`src/rtl/slpw_pkg.sv`:
```
package slpw_pkg;
    typedef enum logic [1:0] {
        PH_RUN   = 2'd0,
        PH_SLEEP = 2'd1,
        PH_WARM  = 2'd2
    } phase_e;

    typedef struct packed {
        phase_e phase;
        logic   clk_en;
        logic   wdog_clr;
        logic   sts_no_timeout;
        logic   sts_no_sleep;
        logic   resume;
        logic   vec_req;
        logic   vec_pend;
    } ctl_s;

    localparam ctl_s CTL_RESET = '{
        phase:          PH_RUN,
        clk_en:         1'b1,
        wdog_clr:       1'b0,
        sts_no_timeout: 1'b1,
        sts_no_sleep:   1'b1,
        resume:         1'b0,
        vec_req:        1'b0,
        vec_pend:       1'b0
    };
endpackage

```
`src/rtl/slpw_irq_pending.sv`:
```
module slpw_irq_pending #(
    parameter int N_SRC = 3
) (
    input  logic [N_SRC-1:0] flag,
    input  logic [N_SRC-1:0] en,
    output logic             pending
);
    logic [N_SRC-1:0] hit;

    for (genvar i = 0; i < N_SRC; i++) begin : g_src
        assign hit[i] = flag[i] & en[i];
    end

    assign pending = |hit;
endmodule

```
`src/rtl/slpw_warm_timer.sv`:
```
module slpw_warm_timer #(
    parameter int STARTUP_CYC = 4
) (
    input  logic clk,
    input  logic rst_n,
    input  logic run,
    output logic expired
);
    localparam int CW = (STARTUP_CYC < 2) ? 1 : $clog2(STARTUP_CYC);
    localparam logic [CW-1:0] LAST = CW'(STARTUP_CYC - 1);

    logic [CW-1:0] cnt_d, cnt_q;

    assign expired = run && (cnt_q == LAST);

    always_comb begin
        cnt_d = '0;
        if (run && !expired) begin
            cnt_d = cnt_q + 1'b1;
        end
    end

    always_ff @(posedge clk or negedge rst_n) begin
        if (!rst_n) begin
            cnt_q <= '0;
        end else begin
            cnt_q <= cnt_d;
        end
    end

    a_r6_cnt_bound: assert property (@(posedge clk) disable iff (!rst_n)
        cnt_q <= LAST);

    a_r6_idle_zero: assert property (@(posedge clk) disable iff (!rst_n)
        !run |=> cnt_q == '0);
endmodule

```
`src/rtl/sleep_wake_ctrl.sv`:
```
module sleep_wake_ctrl
    import slpw_pkg::*;
#(
    parameter int N_SRC       = 3,
    parameter int STARTUP_CYC = 4
) (
    input  logic             clk,
    input  logic             rst_n,
    input  logic             ext_reset,
    input  logic             sleep_cmd,
    input  logic             wdog_kick_cmd,
    input  logic [N_SRC-1:0] irq_flag,
    input  logic [N_SRC-1:0] irq_en,
    input  logic             irq_global_en,
    input  logic             wdog_enabled,
    input  logic             wdog_timeout,
    output logic             core_clk_en,
    output logic             wdog_clr,
    output logic             sts_no_timeout,
    output logic             sts_no_sleep,
    output logic             resume,
    output logic             vec_req
);
    ctl_s ctl_d, ctl_q;
    logic irq_pending;
    logic warm_done;
    logic wdog_wake;

    slpw_irq_pending #(.N_SRC(N_SRC)) u_pending (
        .flag    (irq_flag),
        .en      (irq_en),
        .pending (irq_pending)
    );

    slpw_warm_timer #(.STARTUP_CYC(STARTUP_CYC)) u_warm (
        .clk     (clk),
        .rst_n   (rst_n),
        .run     (ctl_q.phase == PH_WARM),
        .expired (warm_done)
    );

    assign wdog_wake = wdog_enabled && wdog_timeout;

    always_comb begin
        ctl_d          = ctl_q;
        ctl_d.wdog_clr = 1'b0;
        ctl_d.resume   = 1'b0;
        ctl_d.vec_req  = 1'b0;
        unique case (ctl_q.phase)
            PH_RUN: begin
                if (ext_reset) begin
                    ctl_d.vec_pend = 1'b0;
                    ctl_d.clk_en   = 1'b1;
                end else begin
                    if (ctl_q.vec_pend) begin
                        ctl_d.vec_req  = 1'b1;
                        ctl_d.vec_pend = 1'b0;
                    end
                    if (sleep_cmd) begin
                        if (!irq_pending) begin
                            ctl_d.phase          = PH_SLEEP;
                            ctl_d.clk_en         = 1'b0;
                            ctl_d.wdog_clr       = 1'b1;
                            ctl_d.sts_no_sleep   = 1'b0;
                            ctl_d.sts_no_timeout = 1'b1;
                        end
                    end else if (wdog_kick_cmd) begin
                        ctl_d.wdog_clr       = 1'b1;
                        ctl_d.sts_no_sleep   = 1'b1;
                        ctl_d.sts_no_timeout = 1'b1;
                    end
                end
            end
            PH_SLEEP: begin
                if (ext_reset) begin
                    ctl_d.phase  = PH_RUN;
                    ctl_d.clk_en = 1'b1;
                end else if (irq_pending) begin
                    ctl_d.phase    = PH_WARM;
                    ctl_d.clk_en   = 1'b1;
                    ctl_d.vec_pend = irq_global_en;
                end else if (wdog_wake) begin
                    ctl_d.phase          = PH_WARM;
                    ctl_d.clk_en         = 1'b1;
                    ctl_d.sts_no_timeout = 1'b0;
                    ctl_d.vec_pend       = 1'b0;
                end
            end
            PH_WARM: begin
                if (ext_reset) begin
                    ctl_d.phase    = PH_RUN;
                    ctl_d.vec_pend = 1'b0;
                end else if (warm_done) begin
                    ctl_d.phase  = PH_RUN;
                    ctl_d.resume = 1'b1;
                end
            end
            default: begin
                ctl_d = CTL_RESET;
            end
        endcase
    end

    always_ff @(posedge clk or negedge rst_n) begin
        if (!rst_n) begin
            ctl_q <= CTL_RESET;
        end else begin
            ctl_q <= ctl_d;
        end
    end

    assign core_clk_en    = ctl_q.clk_en;
    assign wdog_clr       = ctl_q.wdog_clr;
    assign sts_no_timeout = ctl_q.sts_no_timeout;
    assign sts_no_sleep   = ctl_q.sts_no_sleep;
    assign resume         = ctl_q.resume;
    assign vec_req        = ctl_q.vec_req;

    // accepted sleep applies all side effects
    a_r2_sleep_effects: assert property (@(posedge clk) disable iff (!rst_n)
        (ctl_q.phase == PH_RUN && !ext_reset && sleep_cmd && !irq_pending)
        |=> (!core_clk_en && wdog_clr && !sts_no_sleep && sts_no_timeout));

    // pending interrupt turns the sleep into a no-op
    a_r3_noop_sleep: assert property (@(posedge clk) disable iff (!rst_n)
        (ctl_q.phase == PH_RUN && !ext_reset && sleep_cmd && irq_pending)
        |=> (core_clk_en && !wdog_clr && $stable(sts_no_sleep) && $stable(sts_no_timeout)));

    // with nothing to wake it, the block stays asleep
    a_r4_stay_asleep: assert property (@(posedge clk) disable iff (!rst_n)
        (ctl_q.phase == PH_SLEEP && !ext_reset && !irq_pending && !wdog_wake)
        |=> !core_clk_en);

    // pending interrupt wakes regardless of the global enable
    a_r5_irq_wake: assert property (@(posedge clk) disable iff (!rst_n)
        (ctl_q.phase == PH_SLEEP && !ext_reset && irq_pending) |=> core_clk_en);

    // resume is a single-cycle pulse
    a_r6_resume_single: assert property (@(posedge clk) disable iff (!rst_n)
        resume |=> !resume);

    // vector request only directly after resume
    a_r7_vec_after_resume: assert property (@(posedge clk) disable iff (!rst_n)
        vec_req |-> $past(resume));

    // enabled watchdog time-out wakes and clears the status bit
    a_r8_wdog_wake: assert property (@(posedge clk) disable iff (!rst_n)
        (ctl_q.phase == PH_SLEEP && !ext_reset && !irq_pending && wdog_wake)
        |=> (core_clk_en && !sts_no_timeout));

    // external reset leaves sleep without a resume
    a_r9_ext_reset: assert property (@(posedge clk) disable iff (!rst_n)
        (ctl_q.phase == PH_SLEEP && ext_reset)
        |=> (core_clk_en && !resume && $stable(sts_no_sleep) && $stable(sts_no_timeout)));

    // watchdog-clear instruction restores both status bits
    a_r10_kick: assert property (@(posedge clk) disable iff (!rst_n)
        (ctl_q.phase == PH_RUN && !ext_reset && !sleep_cmd && wdog_kick_cmd)
        |=> (wdog_clr && sts_no_sleep && sts_no_timeout));
endmodule

```
`config.mk`:
```
export PLATFORM = sky130hd
export DESIGN_NAME = sleep_wake_ctrl
export DESIGN_NICKNAME = d
export VERILOG_FILES = /design/src/rtl/slpw_pkg.sv /design/src/rtl/slpw_irq_pending.sv /design/src/rtl/slpw_warm_timer.sv /design/src/rtl/sleep_wake_ctrl.sv
export SDC_FILE = /design/constraint.sdc
export NUM_CORES = 1
export LEC_CHECK = 0
export BUFFER_PORTS_ARGS = -buffer_cell sky130_fd_sc_hd__buf_2
export CORE_MARGIN = 5
export CORE_UTILIZATION = 30
export DETAILED_ROUTE_END_ITERATION = 7
export GPL_TIMING_DRIVEN = 0
export RECOVER_POWER = 100
export SLEW_MARGIN = 20
export SYNTH_ARGS = -nofsm -noshare
export SYNTH_HDL_FRONTEND = slang
export SYNTH_SLANG_ARGS = --single-unit
```
`constraint.sdc`:
```
create_clock -name clk -period 2 [get_ports clk]
set_input_delay 0.4 -clock clk [delete_from_list [all_inputs] [get_ports clk]]
set_output_delay 0.4 -clock clk [all_outputs]
set_load 0.05 [all_outputs]
```
==> results of run 1 <==
worst max-delay path, delay by kind of cell:
kind | cells | cell delay [ns]
AOI/OAI and AO/OA | 3 | 1.36
buffers and inverters | 1 | 0.09
and+or+nand+nor | 1 | 0.22
cell families after synthesis:
| logic type | Yosys count |
|---|---|
| AND/OR/NAND/NOR | 18 |
| buffers and inverters | 7 |
| adder cells (fa/ha/maj) | 4 |
| AO/OA/AOI/OAI | 20 |
| multiplexers | 2 |
| flip-flops | 11 |
layout make-up:
class	count	area [um2]	share of cell area
clock buffer	4	26.28	0.03355
inverter	7	26.28	0.03355
multi-input combinational	44	321.6	0.4105
sequential	11	279.0	0.3562
tap	27	33.78	0.04313
timing repair buffer	20	96.34	0.1230
worst max path at each step:
stage / start / end / slack (ns)
after global routing: irq_flag[0] / sts_no_timeout$_DFFE_PN1P_ / 0.02
after global placement: irq_flag[0] / sts_no_timeout$_DFFE_PN1P_ / -0.20
after floorplan: irq_flag[0] / sts_no_timeout$_DFFE_PN1P_ / 0.18
after detailed placement: irq_flag[0] / sts_no_timeout$_DFFE_PN1P_ / -0.18
after CTS: irq_flag[0] / sts_no_timeout$_DFFE_PN1P_ / 0.11
final: irq_flag[0] / sts_no_timeout$_DFFE_PN1P_ / 0.12
per-layer routing:
metal / global-route usage / wire length [um] / vias up
li1: - / - / 278
met2: 0.1503 / 677 / 14
met5: 0 / 0 / -
met4: 0.06944 / 40 / 0
met3: 0.02784 / 67 / 5
met1: 0.1102 / 559 / 252
stage by stage:
stage	hold WS (ns)	std cells	total power, mW
finish	0.3894	113	0.9434
detailed placement	0.2843	108	0.8042
floorplan	0.1044	62	0.6952
CTS	0.3887	113	0.9609
global route	0.3994	113	1.021
global placement	0.2836	108	0.7973
power breakdown:
part | switching, mW | internal [mW] | leakage [nW]
Sequential | 0.0373 | 0.299 | 0.141
Clock | 0.0746 | 0.0772 | 0.0150
Combinational | 0.297 | 0.158 | 0.235
Total | 0.409 | 0.534 | 0.390
sequential cells by signal (all words and copies together), names as in the netlist:
name            count
ctl_q               3
u_warm.cnt_q        2
sts_no_sleep        1
sts_no_timeout      1
vec_req             1
wdog_clr            1
core_clk_en         1
resume              1
synth_stat cells:
master	n
a211o_1	1
a211oi_1	1
a21bo_2	1
a21boi_0	1
a21o_1	1
a21o_2	1
a21oi_1	4
a222oi_1	1
a31o_1	1
a31oi_1	1
a32o_1	1
and2_1	1
and3_1	2
and4_1	1
dfrtp_1	8
dfstp_2	3
ha_1	4
inv_1	7
mux2i_1	2
nand2_1	3
nand2_2	1
nand2b_1	2
nand4_1	2
nor2_1	1
nor2b_1	3
nor4_1	1
o2111ai_1	1
o211ai_1	1
o21ai_0	3
o311ai_0	1
or2b_1	1
what timing repair did:
action	4_1_cts	5_1_grt
buffers inserted	0	0
endpoints found under the setup margin	0	1
hold endpoints to repair	8	0
hold buffers	1	0
resized for setup	0	1
==> results.toml, run 1 <==
[sta]
fin_crit_sh = 0.9422
fin_ws_ns = 0.1157
tightest_slew_ns = 0.9336
max_slew_margin = 0.3776
fin_crit_ns = 1.884
skew_ns = 0.001114
clock.fmax_ghz = 0.5307
drv_slew = 0
hold_viol_final = 0
rsz0062_at_grt = "false"
setup_viol = 0
tns_ns = 0

[finish]
final_cell_area_um2 = 783.3
fill_cells = 201
num_antenna_cells = 0
nets = 105
layout_commonest_cell = "buf_2"
postLayoutCoreUtil = 0.3952
syn_to_final_growth_pct = 24.95
drive_gt1_frac = 0.2442
layout_common_cells = "buf_2, clkbuf_1, dfrtp_1, inv_1"

[synthesis]
yosysTopAreaCellShare = 0.3194
yosys.area.top_type = "dfrtp_1"
yosysWarnings = 0
synth-seq-cells = 11
synth_area_leaders = "dfrtp_1, dfstp_2, ha_1"
synthMuxAreaShare = 0.03194
synthXorXnorAreaFrac = 0
syn_area_um2 = 626.9
synth_adder_area_share = 0.07984
syn_inst = 62
synth_cell_types = 31
seq_area_frac_synth = 0.4451
synth_compound_area_frac = 0.2315
yosys.area_share.simple = 0.1697
syn_nets = 80
synth_top_family_by_area = "compound AO/OA/AOI/OAI gates"
syn_avg_cell_area_um2 = 10.11

[critical_path]
path_class = "primary input to flop"
critPathMaxStageDelay_ns = 0.82
worstPathArrival_ns = 2.08
r2r-start = "ctl_q[8]$_DFFE_PN0P_"
crit_path_max_fanout = 7
timing.rr.end = "ctl_q[8]$_DFFE_PN0P_"
critPathLaunchType = "primary input"
endpoint_kind = "flop"
crit_slowest_cell = "a222oi_1"
required_ns = 2.20
reg2reg_slack_ns = 0.24
crit_chain = "buf_2, a222oi_1, nand2_2, a31o_1, a211o_1"
rr_worst_depth = 5

[clock_tree]
insertion_delay_ns = 0.27
cts_tree = "built"
cts-htree-levels = 1
cts-root-buf = "clkbuf_4"
clk_path_buf_depth = 2
cts-buffers-inserted = 3
clk_pin_slew_ns = 0.07
cts_sinks = 11

[die]
die_h_um = 55.71
initial_utilization = 0.3163
fp.dieW_um = 55.71
die-area_um2 = 3104
core_area_um2 = 1982
rows = 16
ioPinCount = 20

[global_routing]
grt_overflow = 0
grt_max_degree = 12
grt_pass1_vias = 537
grt_antenna_before_repair = 0
grt_util_all_layers = 0.09590
grt_pass1_wl_mm = 2.304

[pwr]
p_per_area_nw_per_um2 = 1204
power_leakage_nw = 0.3904
irDropWorstVdd_mv = 0.3967

[route]
antenna_left = 0
drt_iter0_drc = 11
wl_mm = 1.345
drt-wirelength-per-cell_um = 11.90
via_per_inst = 4.858
drtPass1Iterations = 4
vias = 549
remaining_drc_errors = 0

[worst_hold_path]
min_path_type = "primary input to flop"
hold_path_end = "ctl_q[0]$_DFFE_PN0P_"
min_path_cells = 2
min-delay-start = "irq_global_en"

[placement]
numPortBuffers = 19
place_area_um2 = 755.7
place_ws_ns = -0.1767
gp_congestion = 0.7992
dpl.hpwl_mm = 1.083

[outcome]
outcome = "finished clean"

[run]
cap_viol_max_count = 0
(Power assumes the default switching activity.)
==> run 2: changes to the inputs <==
==> constraint.sdc (replaced) <==
create_clock -name clk -period 1.6 [get_ports clk]
set_input_delay 0.32 -clock clk [delete_from_list [all_inputs] [get_ports clk]]
set_output_delay 0.32 -clock clk [all_outputs]
set_load 0.05 [all_outputs]
==> run 2 against run 1 <==
Die area unchanged. Sequential cell count did not move. Non-clock buffer count is 3 higher. Utilization rose by 1.8 points. Critical path type is now flop to flop. Critical endpoint unchanged.
==> results.toml, run 2 (synthesis results as in run 1) <==
[global_routing]
grt_pass1_vias = 596
grt_pass1_wl_mm = 2.470
grt_antenna_before_repair = 0
grt_overflow = 0
grt_util_all_layers = 0.1030
grt_max_degree = 12

[die]
rows = 16
ioPinCount = 20
die-area_um2 = 3104
core_area_um2 = 1982
die_h_um = 55.71
fp.dieW_um = 55.71
initial_utilization = 0.3163

[clock_tree]
cts-buffers-inserted = 3
cts_sinks = 11
clk_path_buf_depth = 2
insertion_delay_ns = 0.28
cts-root-buf = "clkbuf_4"
clk_pin_slew_ns = 0.07
cts-htree-levels = 1
cts_tree = "built"

[route]
remaining_drc_errors = 0
via_per_inst = 5.138
antenna_left = 0
drtPass1Iterations = 4
vias = 596
wl_mm = 1.479
drt-wirelength-per-cell_um = 12.75
drt_iter0_drc = 21

[sta]
hold_viol_final = 0
drv_slew = 0
fin_crit_ns = 1.511
fin_crit_sh = 0.9447
max_slew_margin = 0.5964
tightest_slew_ns = 0.6053
setup_viol = 0
clock.fmax_ghz = 0.6616
tns_ns = 0
skew_ns = 0.007477

[finish]
layout_common_cells = "buf_2, dfrtp_1, inv_1, clkbuf_1, ha_1"
nets = 108
seqCellArea_um2 = 279.0
num_antenna_cells = 0
multi_input_area_um2 = 331.6
reg_top3 = "ctl_q x3, u_warm.cnt_q x2"
postLayoutCoreUtil = 0.4135
largest_reg_flops = 3
regMostFlops = "ctl_q"
final_cell_area_um2 = 819.5
syn_to_final_growth_pct = 30.74
fill_cells = 213
layout_commonest_cell = "buf_2"
drive_gt1_frac = 0.3371

[critical_path]
required_ns = 1.81
crit_path_max_fanout = 5
endpoint_kind = "flop"
path_class = "flop to flop"
worstPathArrival_ns = 1.72
critPathLaunchType = "flop"

[worst_hold_path]
min_path_type = "primary input to flop"

[outcome]
outcome = "finished clean"

[placement]
dpl.hpwl_mm = 1.106
place_area_um2 = 755.7
gp_congestion = 0.7955
numPortBuffers = 19

[run]
cap_viol_max_count = 0

[pwr]
power_leakage_nw = 0.4163
p_per_area_nw_per_um2 = 1498
irDropWorstVdd_mv = 0.5241
run 2: path summary, 6_finish.rpt:
kind                                                start                    endpoint  slack (ns)  depth (start not counted)
worst min register to register  u_warm.cnt_q[0]$_DFF_PN0_   u_warm.cnt_q[0]$_DFF_PN0_        0.43                          1
min in group asynchronous                           rst_n          wdog_clr$_DFF_PN0_        0.55                          2
worst max register to register       ctl_q[8]$_DFFE_PN0P_  sts_no_timeout$_DFFE_PN1P_        0.09                          6
max in group asynchronous                           rst_n   u_warm.cnt_q[1]$_DFF_PN0_        0.65                          2
worst max-delay path                 ctl_q[8]$_DFFE_PN0P_  sts_no_timeout$_DFFE_PN1P_        0.09                          6
worst min-delay path                        irq_global_en        ctl_q[0]$_DFFE_PN0P_        0.30                          2
run 2: final cells by class:
class                           count  area share
Clock buffer                        4     0.03206
Timing Repair Buffer               23      0.1496
Multi-Input combinational cell     44      0.4046
Tap cell                           27     0.04122
Sequential cell                    11      0.3405
Inverter                            7     0.03206
run 2: power breakdown:
group | total (mW) | switching, mW | internal [mW]
Clock | 0.195 | 0.0983 | 0.0968
Combinational | 0.616 | 0.388 | 0.228
Sequential | 0.416 | 0.0432 | 0.373
run 2: metal layers:
layer / wire [um] / track usage / part of all wire
met1: 575 / 0.1014 / 0.39
met2: 764 / 0.1672 / 0.52
met3: 82 / 0.03712 / 0.055
met4: 57 / 0.09375 / 0.039
met5: 0 / 0 / 0
run 2: worst max-delay path, stage by stage (launching register included):
cell and delay [ns]:
dfrtp_1 0.36, inv_1 0.07, ha_1 0.24, a21bo_2 0.21
o2111ai_1 0.12, a31o_1 0.21, a211o_1 0.25
run 2: timing repair:
item                                    CTS  global route
hold buffers                              1             0
hold endpoints to repair                  8             0
endpoints found under the setup margin    4             3
buffers inserted                          1             2
pin swaps                                 1             0
gates resized for setup                   2             2
run 2: through the flow:
step | power, mW | hold WS, ns | cells | setup slack (ns)
floorplan | 0.8693 | 0.02441 | 62 | -0.1202
finish | 1.228 | 0.2953 | 116 | 0.08852
global placement | 0.9968 | 0.2043 | 108 | -0.5122
detailed placement | 1.004 | 0.2058 | 108 | -0.5320
global route | 1.314 | 0.3063 | 116 | -0.0001379
CTS | 1.217 | 0.2888 | 114 | 0.02299
==> run 3: changes to the inputs <==
==> constraint.sdc (replaced) <==
create_clock -name clk -period 1.76 [get_ports clk]
set_input_delay 0.352 -clock clk [delete_from_list [all_inputs] [get_ports clk]]
set_output_delay 0.352 -clock clk [all_outputs]
set_load 0.05 [all_outputs]
==> run 3 against run 2 <==
Combinational power is 13% lower. Critical endpoint is now sts_no_sleep. Via count is 0.84% lower. Non-clock buffer count is 2 lower. Sequential share of layout area is 1.0 points higher. Highest routed layer unchanged. Largest power group unchanged. Clock power is 10% lower.
==> results.toml, run 3 (synthesis results as in run 1) <==
[clock_tree]
cts-buffers-inserted = 3
clk_path_buf_depth = 2
cts_tree = "built"
insertion_delay_ns = 0.27
cts-htree-levels = 1
cts-root-buf = "clkbuf_4"
clk_pin_slew_ns = 0.07
cts_sinks = 11

[finish]
layout_commonest_cell = "buf_2"
layout_common_cells = "buf_2, dfrtp_1, inv_1, clkbuf_1"
num_antenna_cells = 0
syn_to_final_growth_pct = 26.95
largest_reg_flops = 3
instances_no_fill = 114
regMostFlops = "ctl_q"
drive_gt1_frac = 0.2759
reg_top3 = "ctl_q x3, u_warm.cnt_q x2"
nets = 106
fill_cells = 211

[sta]
rsz0062_at_grt = "false"
max_slew_margin = 0.5988
hold_ws_ns = 0.3302
setup_viol = 0
hold_viol_final = 0
drv_slew = 0
tightest_slew_ns = 0.6018
skew_ns = 0.006435
fin_crit_ns = 1.622
fin_crit_sh = 0.9216
clock.fmax_ghz = 0.6165

[critical_path]
worstPathArrival_ns = 1.27
critPathLaunchType = "flop"
path_class = "flop to output port"
worst-path-buf-inv = 1
required_ns = 1.41
crit_slowest_cell = "dfstp_2"
crit_chain = "clkbuf_1"
cpLargestDelayFamily = "flip-flops"
crit_path_max_fanout = 2
endpoint_kind = "output port"
critPathMaxStageDelay_ns = 0.53

[die]
ioPinCount = 20
die_h_um = 55.71
rows = 16
initial_utilization = 0.3163
fp.dieW_um = 55.71
die-area_um2 = 3104
core_area_um2 = 1982

[route]
remaining_drc_errors = 0
antenna_left = 0
vias = 591
drtPass1Iterations = 5
drt_iter0_drc = 20
wl_mm = 1.449
drt-wirelength-per-cell_um = 12.71
via_per_inst = 5.184

[placement]
gp_congestion = 0.7955
dp_cells = 108
dpl.hpwl_mm = 1.106
numPortBuffers = 19

[pwr]
irDropWorstVdd_mv = 0.4643
p_per_area_nw_per_um2 = 1368
power_leakage_nw = 0.3981
p_total_mw = 1.088

[global_routing]
grt_antenna_before_repair = 0
grt_max_degree = 12
grt_overflow = 0
grt_pass1_wl_mm = 2.442
grt_util_all_layers = 0.1021
grt_pass1_vias = 590

[outcome]
outcome = "finished clean"

[worst_hold_path]
min_path_type = "primary input to flop"

[run]
cap_viol_max_count = 0
==> run 3: worst paths after layout <==
| kind | from | to | slack, ns | cells past startpoint |
|---|---|---|---|---|
| worst max-delay path | sts_no_sleep$_DFFE_PN1P_ | sts_no_sleep | 0.14 | 1 |
| worst min-delay path | irq_global_en | ctl_q[0]$_DFFE_PN0P_ | 0.33 | 2 |
| worst max register to register | ctl_q[8]$_DFFE_PN0P_ | sts_no_timeout$_DFFE_PN1P_ | 0.18 | 6 |
| worst min register to register | u_warm.cnt_q[0]$_DFF_PN0_ | u_warm.cnt_q[0]$_DFF_PN0_ | 0.43 | 1 |
| max in group asynchronous | rst_n | u_warm.cnt_q[1]$_DFF_PN0_ | 0.78 | 2 |
| min in group asynchronous | rst_n | wdog_clr$_DFF_PN0_ | 0.59 | 2 |
==> run 3: where the power goes <==
part | switching [mW] | leakage [nW] | internal, mW
Clock | 0.0869 | 0.0150 | 0.0879
Combinational | 0.344 | 0.242 | 0.188
Sequential | 0.0415 | 0.141 | 0.339
Total | 0.473 | 0.398 | 0.616
==> run 3: what timing repair did <==
| item | CTS | global route |
|---|---|---|
| pin swaps | 1 | 0 |
| setup buffers | 1 | 0 |
| resized for setup | 0 | 2 |
| endpoints found under the hold margin | 8 | 0 |
| hold buffers | 1 | 0 |
| setup endpoints to repair | 2 | 3 |
==> run 3: metrics by stage <==
step / cell area [um2] / worst slack [ns] / setup TNS [ns] / util
after floorplan: 626.9 / 0.007816 / 0 / -
after global placement: 755.7 / -0.3842 / -1.249 / 0.3813
after detailed placement: 755.7 / -0.4040 / -1.471 / 0.3813
after CTS: 799.5 / 0.05529 / 0 / 0.4034
after global routing: 795.8 / 0.05271 / 0 / 0.4015
final: 795.8 / 0.1379 / 0 / 0.4015
==> run 3: layer usage <==
layer / up-vias / part of all wire / global-route usage
met2: 20 / 0.52 / 0.1639
met5: - / 0 / 0
met1: 287 / 0.39 / 0.1000
met3: 5 / 0.050 / 0.03944
li1: 279 / - / -
met4: 0 / 0.038 / 0.09375
==> run 3: final cells by class <==
cell class | count | area [um2] | share of cell area
inverter | 7 | 26.28 | 0.03302
tap | 27 | 33.78 | 0.04245
timing repair buffer | 21 | 105.1 | 0.1321
sequential | 11 | 279.0 | 0.3506
multi-input combinational | 44 | 325.3 | 0.4088
clock buffer | 4 | 26.28 | 0.03302
